<file path="src/rtl/serial_frame_tx.sv">
module serial_frame_tx (
  input  logic       clk,
  input  logic       rst_n,
  input  logic [8:0] in_data,
  input  logic       in_valid,
  output logic       in_ready,
  input  logic       cfg_sync,
  input  logic       cfg_master,
  input  logic       cfg_pol,
  input  logic [2:0] cfg_len,
  input  logic [1:0] cfg_par,
  input  logic       cfg_stop2,
  input  logic       baud_tick,
  input  logic       sclk_in,
  output logic       txd,
  output logic       sclk_out,
  output logic       busy,
  output logic       done
);
  localparam int DMAX = 9;
  localparam int FW   = DMAX + 4;
  localparam int CW   = $clog2(FW + 1);

  logic [FW-1:0] sh, fr;
  logic [CW-1:0] cnt, nq, fl;
  logic          sync_q, mst_q, pol_q, sclk_q;
  logic [2:0]    ss;
  logic [3:0]    dlen;
  logic [DMAX:0] mask;
  logic          par_en, par_bit, s_edge, adv, last, acc;

  assign dlen    = (cfg_len > 3'd4) ? 4'd9 : 4'd5 + {1'b0, cfg_len};
  assign mask    = (10'd1 << dlen) - 10'd1;
  assign par_en  = (cfg_par == 2'b01) || (cfg_par == 2'b10);
  assign par_bit = (^(in_data & mask[DMAX-1:0])) ^ (cfg_par == 2'b10);
  assign fl      = CW'(dlen) + CW'(par_en) + CW'(cfg_stop2) + CW'(2);

  always_comb begin
    fr    = '1;
    fr[0] = 1'b0;
    for (int i = 0; i < DMAX; i++)
      if (i < int'(dlen)) fr[i+1] = in_data[i];
    if (par_en) fr[dlen+4'd1] = par_bit;
  end

  assign s_edge   = pol_q ? (ss[2] & ~ss[1]) : (ss[1] & ~ss[2]);
  assign adv      = busy & (!sync_q ? baud_tick
                          : mst_q ? (baud_tick & (sclk_q == pol_q)) : s_edge);
  assign last     = adv && (cnt == nq - CW'(1));
  assign in_ready = (!busy && (cfg_sync || baud_tick)) || last;
  assign acc      = in_valid & in_ready;
  assign txd      = sh[0];
  assign sclk_out = sclk_q;

  always_ff @(posedge clk or negedge rst_n) begin
    if (!rst_n) begin
      sh <= '1; cnt <= '0; nq <= '0; busy <= 1'b0; done <= 1'b0;
      sync_q <= 1'b0; mst_q <= 1'b0; pol_q <= 1'b0; sclk_q <= 1'b1; ss <= '0;
    end else begin
      ss   <= {ss[1:0], sclk_in};
      done <= last;
      if (acc) begin
        sh <= fr; cnt <= '0; nq <= fl; busy <= 1'b1;
        sync_q <= cfg_sync; mst_q <= cfg_master; pol_q <= cfg_pol;
        sclk_q <= ~cfg_pol;
      end else begin
        if (adv) begin
          sh  <= {1'b1, sh[FW-1:1]};
          cnt <= cnt + CW'(1);
          if (last) busy <= 1'b0;
        end
        if (busy && sync_q && mst_q && baud_tick) sclk_q <= ~sclk_q;
        else if (!busy) sclk_q <= ~cfg_pol;
      end
    end
  end

  p_idle_high_r1: assert property (@(posedge clk) disable iff (!rst_n)
    !busy |-> txd);
  p_start_low_r2: assert property (@(posedge clk) disable iff (!rst_n)
    acc |=> (!txd && busy));
  p_async_hold_r6: assert property (@(posedge clk) disable iff (!rst_n)
    (busy && !sync_q && !baud_tick) |=> $stable(txd));
  p_master_hold_r8: assert property (@(posedge clk) disable iff (!rst_n)
    (busy && sync_q && mst_q && !baud_tick) |=> ($stable(txd) && $stable(sclk_out)));
  p_cfg_hold_r10: assert property (@(posedge clk) disable iff (!rst_n)
    (busy && !acc) |=> ($stable(nq) && $stable(pol_q) && $stable(sync_q)));
  p_done_pulse_r11: assert property (@(posedge clk) disable iff (!rst_n)
    done |=> !done);
endmodule

</file>
<file path="config.mk">
export PLATFORM = sky130hd
export DESIGN_NAME = serial_frame_tx
export DESIGN_NICKNAME = d
export VERILOG_FILES = /design/src/rtl/serial_frame_tx.sv
export SDC_FILE = /design/constraint.sdc
export NUM_CORES = 1
export LEC_CHECK = 0
export BUFFER_PORTS_ARGS = -buffer_cell sky130_fd_sc_hd__buf_4
export CAP_MARGIN = 20
export CORE_MARGIN = 3
export CORE_UTILIZATION = 58
export DETAILED_ROUTE_END_ITERATION = 10
export PLACE_DENSITY_LB_ADDON = 0.3
export SLEW_MARGIN = 0
export SYNTH_ARGS = -nofsm -noshare
export SYNTH_HDL_FRONTEND = slang
export SYNTH_SLANG_ARGS = --single-unit
</file>
<file path="constraint.sdc">
create_clock -name clk -period 2.7 [get_ports clk]
set_clock_uncertainty 0.15 [all_clocks]
set_input_delay 0.54 -clock clk [delete_from_list [all_inputs] [get_ports clk]]
set_output_delay 0.54 -clock clk [all_outputs]
set_load 0.01 [all_outputs]
</file>
## Word level (Yosys, flattened, before mapping)

Cells that the tools add are included.

| word-level totals | value |
|---|---|
| register bits after elaboration | 30 |
| logic and storage cells | 88 |
| output and inout port bits | 5 |

| operators by class | value |
|---|---|
| $lt $le $gt $ge | 12 |
| equality and inequality tests | 5 |
| reduce and logical (&&, ||, !) cells | 14 |
| add/sub/neg operators | 8 |
| bitwise gates (word level) | 11 |
| multiplexer cells | 27 |
| shift-type cells | 1 |

Operator list:

| operator | count |
|---|---|
| 2-to-1 mux 13 bit | 3 |
| 2-to-1 mux 1 bit | 19 |
| less-than comparator 3 x 4 -> 1 bit, first input constant | 4 |
| bitwise mux 13 bit | 1 |
| 2-to-1 mux 4 bit | 3 |
| bitwise AND 9 bit | 1 |
| parity 9 bit | 1 |
| left shift 1 x 4 -> 9 bit, first input constant | 1 |
| subtractor 9 x 1 -> 9 bit, second input constant | 1 |
| adder 4 x 1 -> 4 bit | 2 |
| adder 4 x 1 -> 4 bit, second input constant | 2 |
| less-than comparator 1 x 4 -> 1 bit, first input constant | 2 |
| less-than comparator 2 x 4 -> 1 bit, first input constant | 2 |
| logical AND 1 bit | 6 |
| bitwise AND 1 bit | 5 |
| less-than comparator 4 x 5 -> 1 bit, second input constant | 1 |
| adder 3 x 3 -> 4 bit, first input constant | 1 |
| adder 4 x 2 -> 4 bit, second input constant | 1 |
| demux 1 bit (select 4 bit) | 1 |
| equality test 4 bit | 1 |
| greater-or-equal comparator 4 x 1 -> 1 bit, second input constant | 1 |
| less-than comparator 4 bit, first input constant | 1 |
| NOT 1 bit | 4 |
| nonzero test 2 bit | 2 |
| 10 further kinds | 12 |

## Longest topological paths before layout

| logic depth | value |
|---|---|
| word-level depth | 11 |
| mapped depth | 15 |
| mapped depth without buffers | 14 |

## Worst setup path before layout

No wires, ideal clock.

| timing | value |
|---|---|
| kind | input to register |
| start point | input port cfg_len[0] |
| end point | register sh[3] |
| arrival time | 3,485 ps |
| path buffers | 1 |
| slack | -1,019 ps |
| cell stages on the path | 13 |
| setup time | 84 ps |
| cells stage by stage | clkbuf_1 -> inv_1 -> ha_1 -> and2_1 -> o21ai_0 -> ha_1 -> or3b_2 -> a21oi_1 -> o21ai_0 -> xnor2_2 -> xnor3_2 -> o311ai_4 -> o21ai_2 |

| between the ends | value |
|---|---|
| cells in the longest elaborated chain, start to end | 10 |
| elaborated cells on any way between the ends | 19 |
| those cells by class | 3 x add/sub; 4 x order compare; 1 x shift; 7 x mux; 2 x bitwise; 2 x reduce/logical |

RTL lines:

| item | line | source |
|---|---|---|
| from (decl) | 10 | `input logic [2:0] cfg_len,` |
| adder 3 x 3 -> 4 bit / > comparator 3 bit (equally long branches) | 32 | `assign dlen = (cfg_len > 3'd4) ? 4'd9 : 4'd5 + {1'b0, cfg_len};` |
| 2-to-1 mux 4 bit (*) | 32 |  |
| adder 4 x 1 -> 4 bit / left shift 1 x 4 -> 9 bit (equally long branches) | 43, 33 |  |
| less-than comparator 4 x 5 -> 1 bit (implied by the code), or another cell as far along | 43 | `if (par_en) fr[dlen+4'd1] = par_bit;` |
| logical AND 1 bit (implied by the code) / bitwise AND 9 bit (equally long branches) | 43, 35 |  |
| 2-to-1 mux 1 bit (implied by the code) / parity 9 bit (equally long branches) | 43, 35 |  |
| demux 1 bit (select 4 bit) / bitwise XOR 1 bit (equally long branches) | 43, 35 |  |
| bitwise mux 13 bit | 43 |  |
| 2-to-1 mux 13 bit (*) | 43 |  |
| 2-to-1 mux 13 bit (*) | 62 | `if (acc) begin` |
| to (signal assigned) | 68 | `sh <= {1'b1, sh[FW-1:1]};` |
| to (decl) | 24 | `logic [FW-1:0] sh, fr;` |

Every way passes the cells marked *; elsewhere a longest branch is shown, timed or not.
A chain may end at the register's enable or synchronous reset.

## Final worst setup path

Ends and elaborated chain as after synthesis.

==> flow_metrics.tcl <==
set metrics [dict create \
    status "complete, but fails checks" \
    violations "negative setup slack" \
    crit_fanout 5 \
    grt_overflow 0 \
    slowest_delay_ns 0.28 \
    fin_crit_ns 3.03 \
    stdcell_area_um2 3050 \
    vdd_drop_max_mv 0.671 \
    crit_slowest_cell "xnor3_2" \
    fp.coreArea_um2 3490 \
    seq_power_share 0.326 \
    synth.distinct_cells 53 \
    rr_endpoint "sh[1]" \
    grt_pass1_wl_um 10300 \
    p_comb_frac 0.526 \
    track_usage 0.309 \
    die-area_um2 4550 \
    numCtsBuffers 5 \
    synth-main-ff-cell "dfrtp_1" \
    slew_headroom 0.654 \
    cp_top_family "compound AO/OA/AOI/OAI gates" \
    synth_seq_cells 30 \
    ant_nets 0 \
    cts_root_buffer "clkbuf_8" \
    clock_latency_ns 0.28 \
    drt_iter0_drc 215 \
    critPathRequiredTime_ns 2.76 \
    end_kind "flop" \
    chipHeight_um 67.5 \
    clock_power_share 0.148 \
    start_util 0.627 \
    area_growth_pct 39.3 \
    final-setup-viol-count 13 \
    std_cell_rows 21 \
    routed_wl_um 6830 \
    tritoncts "yes" \
    grt_pass1_vias 2257 \
    total_power_mw 2.61 \
    diodes 0 \
    hold_class "in2async" \
    drive_gt1_frac 0.428 \
    synth_top_area_frac 0.183 \
    crit_path_start_kind "input port" \
    r2r_start "nq[1]" \
    fmax_ghz 0.330 \
    synth-edff-count 0 \
    reg2reg_depth 11 \
    powerDensity_nw_per_um2 855 \
    die_w_um 67.5 \
    seq_area_frac_synth 0.350 \
    p_leak_nw 1.37 \
    synth_fp_nets 281 \
    worst_pin_slew_ns 0.514 \
    hold_violations 0 \
    avgSynthCellArea_um2 8.80 \
    h-tree-depth 2 \
    grt_max_degree 31 \
    vias_per_cell 6.27 \
    cp.buffers_inverters 3 \
    final.setup.worst_slack_ns -0.334 \
    worstPathCellList "buf_12 > inv_6 > ha_4 > or2b_1 > nand2_4 > nor2_2 > ha_2 > nor3b_1 > o21ai_0 > a31oi_4 > xnor3_1 > xnor3_2 > buf_6 > o311ai_4 > o21ai_2" \
    drt-pass1-iter-count 4 \
    timing.hold.ws_ns 0.0210 \
    async_flop_share 1.00 \
    post_drt_wl_per_cell_um 18.8 \
    antenna_found_initial 0 \
    rsz0062_at_grt "true" \
    switchingPower_mw 1.03 \
    yosys.cell_count.top_type "nand2_1" \
    slew_violations 0 \
    postSynthCellCount 249 \
    cp.arrival_ns 3.09 \
    fin_util 0.874 \
    clk_pin_slew_worst_paths_ns 0.07 \
    clk_path_buf_depth 2 \
    crit_type "in2reg" \
    netlist_area_um2 2190 \
    vias 2283 \
    maxCapViolCount 0 \
    power_switching_share 0.393 \
    drcViolationCount 0 \
    post_dp_cell_area_um2 2700 \
    boundaryPins 28 \
    p_int_mw 1.59 \
    post-place-ws_ns -0.801 \
    dp_hpwl_um 4380 \
    synth_area_leaders "dfrtp_1, dfstp_2, nand2_1" \
    cts.sinks 30 \
    synth_largest_area_cell "dfrtp_1" \
    min_period_over_period 1.12 \
    yosys_warnings 0 \
    io_buffers 27 \
    r2r_setup_slack_ns 0.19 \
    gp_congestion 0.929 \
    ys_top_cells_by_count "nand2_1, nor2_1, dfrtp_1, o21ai_0" \
    crit_start "cfg_len[0]" \
    layout.nets 349 \
]
-- metal layers --
metal | GRT usage | vias to the layer above | share of wire | wire length (um)
met4 | 0.147 | 0 | 0.036 | 249
li1 | - | 1011 | - | -
met1 | 0.343 | 1106 | 0.37 | 2540
met2 | 0.554 | 138 | 0.51 | 3500
met5 | 0 | - | 0 | 0
met3 | 0.0649 | 28 | 0.079 | 543
-- state kept, by name (all words and copies together) (netlist names) --
register  count
cnt           4
sync_q        1
nq            4
sclk_out      1
mst_q         1
pol_q         1
busy          1
done          1
sh           13
ss            3
-- final cells by class --
class	instances	area [um2]
clock inverters	2	12.5
inverters	14	57.6
flip-flops and latches	30	768
clock buffers	6	82.6
multi-input cells	197	1510
well taps	46	57.6
repair buffers	69	562
fillers	172	442
-- repair_timing --
item	in CTS	in global routing
gates cloned	0	0
hold endpoints to repair	0	0
resized for setup	18	25
buffers inserted	8	1
endpoints found under the setup margin	14	14
pin swaps	11	10
hold buffers	0	0
-- worst max path at each step --
| stage | cells past startpoint | slack, ns | to |
|---|---|---|---|
| after CTS | 15 | -0.30 | sh[3] |
| after floorplan | 12 | -0.54 | sh[3] |
| after global placement | 15 | -0.66 | sh[2] |
| after global routing | 15 | -0.39 | sh[3] |
| final | 15 | -0.33 | sh[3] |
| after detailed placement | 15 | -0.80 | sh[4] |
-- cells in the final DEF, fill, tap and decap left out, drive strengths merged, types with 4 or more instances in the layout --
cell type  Yosys  routed
clkbuf         4       6
inv           14      14
dfrtp         16      16
a211oi         4       4
nor3           6       6
a21oi         13      13
o21ai         18      18
xor2           5       5
nand3          4       4
and2           4       4
nor2          24      24
nand2b         8       8
ha             8       8
dfstp         14      14
or3            5       5
buf            4      69
mux2i          7       7
xnor2         12      12
nand2         33      33
-- power by group through the flow --
stage	clock network [mW]	logic [mW]	registers (mW)
3_3_place_gp	0	1.08	0.833
4_1_cts	0.386	1.24	0.836
3_5_place_dp	0	1.12	0.850
5_1_grt	0.412	1.49	0.870
2_1_floorplan	0	0.778	0.818
6_report	0.387	1.37	0.851
-- through the flow --
stage	setup TNS, ns	cells
after CTS	-3.36	363
after floorplan	-6.31	249
after global placement	-8.06	347
after detailed placement	-9.69	347
after global routing	-4.56	364
final	-3.72	364
-- cell families after synthesis --
family                   synth area share
AND/OR/NAND/NOR                     0.228
XOR/XNOR                           0.0925
adder cells (fa/ha/maj)            0.0548
flip-flops                          0.350
multiplexers                       0.0371
AO/OA/AOI/OAI                       0.194
buffers and inverters              0.0428
Note: power is estimated with default switching activity, not from simulation.
